**src/rtl/simt_stack_pkg.sv**
```systemverilog
package simt_stack_pkg;
  typedef enum logic [1:0] {
    BR_ALL_NT = 2'd0,
    BR_ALL_T  = 2'd1,
    BR_SPLIT  = 2'd2
  } br_kind_e;
endpackage

```
**src/rtl/simt_branch_classify.sv**
```systemverilog
module simt_branch_classify
  import simt_stack_pkg::*;
#(
  parameter int LANES = 4
) (
  input  logic [LANES-1:0] active,
  input  logic [LANES-1:0] taken,
  output br_kind_e         kind,
  output logic [LANES-1:0] t_mask,
  output logic [LANES-1:0] n_mask
);
  always_comb begin
    t_mask = active & taken;
    n_mask = active & ~taken;
    if (t_mask == '0)      kind = BR_ALL_NT;
    else if (n_mask == '0) kind = BR_ALL_T;
    else                   kind = BR_SPLIT;
  end
endmodule

```
**src/rtl/simt_stack_store.sv**
```systemverilog
module simt_stack_store #(
  parameter int LANES = 4,
  parameter int PC_W  = 8,
  parameter int DEPTH = 8,
  localparam int IDX_W = $clog2(DEPTH),
  localparam int CNT_W = $clog2(DEPTH + 1)
) (
  input  logic             clk,
  input  logic             rst_n,
  input  logic             clr,
  input  logic             load,
  input  logic [PC_W-1:0]  load_pc,
  input  logic             pop,
  input  logic             set_next,
  input  logic [PC_W-1:0]  next_val,
  input  logic             push2,
  input  logic [PC_W-1:0]  push_rc,
  input  logic [PC_W-1:0]  lo_pc,
  input  logic [LANES-1:0] lo_mask,
  input  logic [PC_W-1:0]  hi_pc,
  input  logic [LANES-1:0] hi_mask,
  output logic [CNT_W-1:0] cnt,
  output logic             top_has_rc,
  output logic [PC_W-1:0]  top_rc,
  output logic [PC_W-1:0]  top_next,
  output logic [LANES-1:0] top_mask
);
  logic             has_rc [DEPTH];
  logic [PC_W-1:0]  rc_pc  [DEPTH];
  logic [PC_W-1:0]  nx_pc  [DEPTH];
  logic [LANES-1:0] mask   [DEPTH];

  logic [IDX_W-1:0] top_idx, lo_idx, hi_idx;

  assign top_idx = IDX_W'(cnt - CNT_W'(1));
  assign lo_idx  = IDX_W'(cnt);
  assign hi_idx  = IDX_W'(cnt + CNT_W'(1));

  assign top_has_rc = has_rc[top_idx];
  assign top_rc     = rc_pc[top_idx];
  assign top_next   = nx_pc[top_idx];
  assign top_mask   = mask[top_idx];

  always_ff @(posedge clk or negedge rst_n) begin
    if (!rst_n) begin
      cnt <= '0;
    end else if (clr) begin
      cnt <= '0;
    end else if (load) begin
      cnt       <= CNT_W'(1);
      has_rc[0] <= 1'b0;
      rc_pc[0]  <= '0;
      nx_pc[0]  <= load_pc;
      mask[0]   <= '1;
    end else if (pop) begin
      cnt <= cnt - CNT_W'(1);
    end else begin
      if (set_next) nx_pc[top_idx] <= next_val;
      if (push2) begin
        has_rc[lo_idx] <= 1'b1;
        rc_pc[lo_idx]  <= push_rc;
        nx_pc[lo_idx]  <= lo_pc;
        mask[lo_idx]   <= lo_mask;
        has_rc[hi_idx] <= 1'b1;
        rc_pc[hi_idx]  <= push_rc;
        nx_pc[hi_idx]  <= hi_pc;
        mask[hi_idx]   <= hi_mask;
        cnt            <= cnt + CNT_W'(2);
      end
    end
  end
endmodule

```
**src/rtl/simt_reconv_stack.sv**
```systemverilog
module simt_reconv_stack
  import simt_stack_pkg::*;
#(
  parameter int LANES = 4,
  parameter int PC_W  = 8,
  parameter int DEPTH = 8
) (
  input  logic             clk,
  input  logic             rst_n,
  input  logic             kernel_exit,
  input  logic             launch,
  input  logic [PC_W-1:0]  start_pc,
  input  logic             br_valid,
  output logic             br_ready,
  input  logic [LANES-1:0] br_taken,
  input  logic [PC_W-1:0]  br_target,
  input  logic [PC_W-1:0]  br_fallthru,
  input  logic [PC_W-1:0]  br_reconv,
  input  logic             step_valid,
  input  logic [PC_W-1:0]  step_pc,
  output logic             valid_pc,
  output logic [PC_W-1:0]  issue_pc,
  output logic [LANES-1:0] active_mask,
  output logic             stack_empty,
  output logic             overflow
);
  localparam int CNT_W = $clog2(DEPTH + 1);
  localparam logic [CNT_W-1:0] FIT_MAX = CNT_W'(DEPTH - 2);

  logic [CNT_W-1:0] cnt;
  logic             top_has_rc;
  logic [PC_W-1:0]  top_rc, top_next;
  logic [LANES-1:0] top_mask, t_mask, n_mask;
  br_kind_e         kind;

  logic pend_pop, br_fire, st_fire, fits, quiet;
  logic set_next, push2, pop;
  logic [PC_W-1:0] next_val;

  assign stack_empty = (cnt == '0);
  assign pend_pop    = !stack_empty && top_has_rc && (top_next == top_rc);
  assign valid_pc    = !stack_empty && !pend_pop;
  assign br_ready    = valid_pc;
  assign issue_pc    = stack_empty ? '0 : top_next;
  assign active_mask = stack_empty ? '0 : top_mask;

  assign quiet   = !kernel_exit && !launch;
  assign br_fire = quiet && br_valid && valid_pc;
  assign st_fire = quiet && step_valid && valid_pc && !br_valid;
  assign fits    = (cnt <= FIT_MAX);
  assign pop     = quiet && pend_pop;
  assign push2   = br_fire && (kind == BR_SPLIT) && fits;
  assign set_next = st_fire || (br_fire && ((kind != BR_SPLIT) || fits));

  always_comb begin
    if (st_fire)               next_val = step_pc;
    else if (kind == BR_ALL_T)  next_val = br_target;
    else if (kind == BR_ALL_NT) next_val = br_fallthru;
    else                        next_val = br_reconv;
  end

  simt_branch_classify #(.LANES(LANES)) u_classify (
    .active (top_mask),
    .taken  (br_taken),
    .kind   (kind),
    .t_mask (t_mask),
    .n_mask (n_mask)
  );

  simt_stack_store #(.LANES(LANES), .PC_W(PC_W), .DEPTH(DEPTH)) u_store (
    .clk        (clk),
    .rst_n      (rst_n),
    .clr        (kernel_exit),
    .load       (!kernel_exit && launch),
    .load_pc    (start_pc),
    .pop        (pop),
    .set_next   (set_next),
    .next_val   (next_val),
    .push2      (push2),
    .push_rc    (br_reconv),
    .lo_pc      (br_fallthru),
    .lo_mask    (n_mask),
    .hi_pc      (br_target),
    .hi_mask    (t_mask),
    .cnt        (cnt),
    .top_has_rc (top_has_rc),
    .top_rc     (top_rc),
    .top_next   (top_next),
    .top_mask   (top_mask)
  );

  always_ff @(posedge clk or negedge rst_n) begin
    if (!rst_n)                                   overflow <= 1'b0;
    else if (kernel_exit || launch)               overflow <= 1'b0;
    else if (br_fire && kind == BR_SPLIT && !fits) overflow <= 1'b1;
  end
endmodule

```
**config.mk**
```make
export PLATFORM = sky130hd
export DESIGN_NAME = simt_reconv_stack
export DESIGN_NICKNAME = d
export VERILOG_FILES = /design/src/rtl/simt_stack_pkg.sv /design/src/rtl/simt_branch_classify.sv /design/src/rtl/simt_stack_store.sv /design/src/rtl/simt_reconv_stack.sv
export SDC_FILE = /design/constraint.sdc
export NUM_CORES = 1
export LEC_CHECK = 0
export ABC_AREA = 1
export BUFFER_PORTS_ARGS = -buffer_cell sky130_fd_sc_hd__buf_2
export CAP_MARGIN = 40
export CORE_AREA = 2 2 189 191
export DETAILED_ROUTE_END_ITERATION = 8
export DIE_AREA = 0 0 191 193
export HOLD_SLACK_MARGIN = 0.06
export PLACE_DENSITY = 0.53
export SLEW_MARGIN = 0
export SYNTH_ARGS = -nofsm -noshare
export SYNTH_HDL_FRONTEND = slang
export SYNTH_HIERARCHICAL = 1
export SYNTH_SLANG_ARGS = --single-unit
```
**constraint.sdc**
```tcl
create_clock -name clk -period 5.7 [get_ports clk]
set_clock_uncertainty 0.1 [all_clocks]
set_input_delay 0.57 -clock clk [delete_from_list [all_inputs] [get_ports clk]]
set_output_delay 0.57 -clock clk [all_outputs]
set_load 0.005 [all_outputs]
```
==> summary.md <==
| Metric | Value |
|---|---|
| Status | complete, no violations |
| Avg Cell Area, Syn | 7.90 um^2 |
| H-Tree Depth | 4 |
| CTS clk-pin slew, worst paths | 80 ps |
| Yosys top cell by area | edfxtp_1 |
| Nets@finish | 1386 |
| Crit-path slowest cell | dfrtp_1 |
| DPL Wire Length | 24500 um |
| #FFs+latches synth | 173 |
| Routability Congestion | 0.919 |
| Fillers | 3683 |
| Synth Area in Adders | 0.727% |
| GRT Total Usage | 19.2% |
| Die Ht | 193 um |
| Reg2Reg Depth | 25 |
| Largest net degree at the start of global routing | 102 |
| Starting Density | 29.5% |
| CP Data Arrival Time | 5230 ps |
| Internal reg-to-reg setup slack | 490 ps |
| Initial antenna violation count | 0 |
| Delay-heaviest family, CP | simple AND/OR/NAND/NOR gates |
| Seq/Total Area, Yosys | 49.3% |
| Area of the multi-input gates | 4420 um^2 |
| Synth Net Count | 1362 |
| Critical path fanouts, max | 30 |
| Synth Area in XOR/XNOR | 0.497% |
| TritonRoute pass-1 iters | 6 |
| # rows | 69 |
| Leak pwr | 5.03 nW |
| Clock Sinks | 173 |
| RSZ-0062 raised after global routing | false |
| Slew Limit Fails | 0 |
| Cell repeated most along the worst path | nand2_1 |
| Average wire per standard cell | 19.5 um |
| ANT cells | 0 |
| Via count | 9234 |
| Slew headroom | 46.7% |
| DRT antenna net count | 0 |
| Worst Hold Depth | 2 |
| Top-Level Pins | 66 |
| Reg2reg end | u_store/rc_pc[4][0] |
| Final hold violation count | 0 |
| DR iter-0 viols | 1145 |
| Total negative setup slack | 0 ps |
| Tmin final | 5210 ps |
| Most frequent cells in the layout | nand2_1 (393), edfxtp_1 (160), nand3_1 (154), nor2_1 (127), o21ai_0 (95) |
| Final core occ | 33.2% |
| Slowest stage delay, CP | 520 ps |
| Power Dens Cells | 280 nW/um^2 |
| Mux share of post-synthesis cell area | 0% |
| Number of distinct library cells after synthesis | 37 |
| CP Buf/Inv Count | 7 |
| Share of cells above drive strength 1 | 13.9% |
| Die width | 191 um |
| Simple-gate share of the synthesized area | 31.8% |
| Worst Hold Class | in2reg |
| Mapped Cells | 1306 |
| Peak VDD IR | 0.210 mV |
| Vias per inst | 5.12 |
| Crit. End Element | register |
| Inserted Clock Buffers | 17 |
| Pwr Total | 3.24 mW |
| Area grow syn2layout | 12.4% |
| Compound-Gate Fraction of Synth Area | 9.61% |
| Combinational family with the most area after synthesis | simple AND/OR/NAND/NOR gates |
| Buffers on Ports | 65 |
| CP Data Required Time | 5720 ps |
| Register area | 5090 um^2 |
| CP Launch Type | register |
| Postcts setup bufs | 0 |
| Clock latency on the worst-skew pair | 440 ps |
| Final period util | 91.3% |
| Synth top area cells | edfxtp_1 (47%), nand2_1 (14%), nand3_1 (7.5%), nor2_1 (4.6%), o21ai_0 (4.6%) |
| Cell Area, Synth | 10300 um^2 |
| Final wirelength | 35200 um |
| GRT overflow | 0 |
| CTS tree | yes |
| Worst slew pin tran | 798 ps |
| Die area | 36900 um^2 |
| Most common cell after layout, fill and taps aside | nand2_1 |
| Vias in the first global route | 8506 |
| Setup Viol. Count Final | 0 |
| Max Freq | 192 MHz |
| Global-route wire length before repair | 52500 um |
| Worst r2r src | u_store/cnt[1] |
| Hold EP | u_store/cnt[0] |
| Synth warn | 6 |
| Hold Crit Start | kernel_exit |
| Clk buf depth | 2 |
| Root buffer cell | clkbuf_16 |
| WS Path Type | reg2reg |
| Core Area | 35000 um^2 |
| Max_cap viols | 0 |
| Top cell type's share of synthesized area | 46.5% |
| Hold_ws | 307 ps |
| Post-route DRC | 0 |
-- cell type report --
type	count	area share (%)
multi-input combinational	951	38.1
clock buffer	17	3.67
clock inverter	15	1.47
inverter	101	3.29
sequential	173	43.9
tap	461	4.97
timing repair buffer	86	4.62
-- per-stage QoR --
step	cells	area [um^2]	setup WS, ps
floorplan	1306	10300	1390
global placement	1771	11000	659
detailed placement	1771	11000	580
CTS	1804	11600	549
global route	1804	11600	156
finish	1804	11600	493
-- repair_timing --
action | 4_1_cts | 5_1_grt
hold buffers | 1 | 0
endpoints found under the hold margin | 5 | 0
gates resized for setup | 0 | 0
-- Yosys cell counts, drive strengths merged --
master / instances
a21oi: 8
nand4: 19
xnor2: 4
inv: 94
buf: 60
and2: 1
o21ai: 124
dfrtp: 5
clkbuf: 21
nor4: 1
a31oi: 1
or2: 5
edfxtp: 160
ha: 6
xor2: 1
a221oi: 1
clkinv: 7
a22oi: 8
nand3b: 7
nor2: 143
nand3: 157
nand2: 419
nor3: 5
o22ai: 41
dfxtp: 8
-- power by group --
part           switching (mW)  internal [mW]
logic                   0.474          0.199
registers             0.00492           1.38
clock network           0.556          0.625
total                    1.04           2.21
-- cell families (layout without fill, tap and decap cells) --
group | after synthesis | in the layout
flip-flops | 173 | 173
AND/OR/NAND/NOR | 757 | 757
XOR/XNOR | 5 | 5
adder cells (fa/ha/maj) | 6 | 6
buffers and inverters | 182 | 219
AO/OA/AOI/OAI | 183 | 183
-- worst max path at each step --
stage,cells after the start,to,start
finish,25,u_store/rc_pc[4][0],u_store/cnt[1]
global route,25,u_store/nx_pc[7][2],u_store/cnt[1]
CTS,23,u_store/mask[3][3],u_store/cnt[1]
detailed placement,23,u_store/rc_pc[3][6],u_store/cnt[1]
global placement,23,u_store/rc_pc[3][6],u_store/cnt[1]
floorplan,27,u_store/mask[2][0],u_store/cnt[0]
-- state kept, by name, summed over array words and instances, names as in the netlist --
register	count
u_store/rc_pc	64
u_store/cnt	4
u_store/mask	32
overflow	1
u_store/nx_pc	64
u_store/has_rc	8
-- routing by layer --
metal  GRT usage (%)  part of all wire [%]
met1            27.9                    46
met2            30.2                    45
met3            2.52                   8.3
met4            4.83                   1.4
met5               0                     0
-- worst register-to-register path, delay by kind of cell, from the launching register on --
family | cells | cell delay [ps]
buf+inv | 7 | 1570
fa+ha+maj | 1 | 330
simple gates | 15 | 2060
flops | 1 | 520
compound gates | 2 | 300
(Power assumes the default switching activity.)
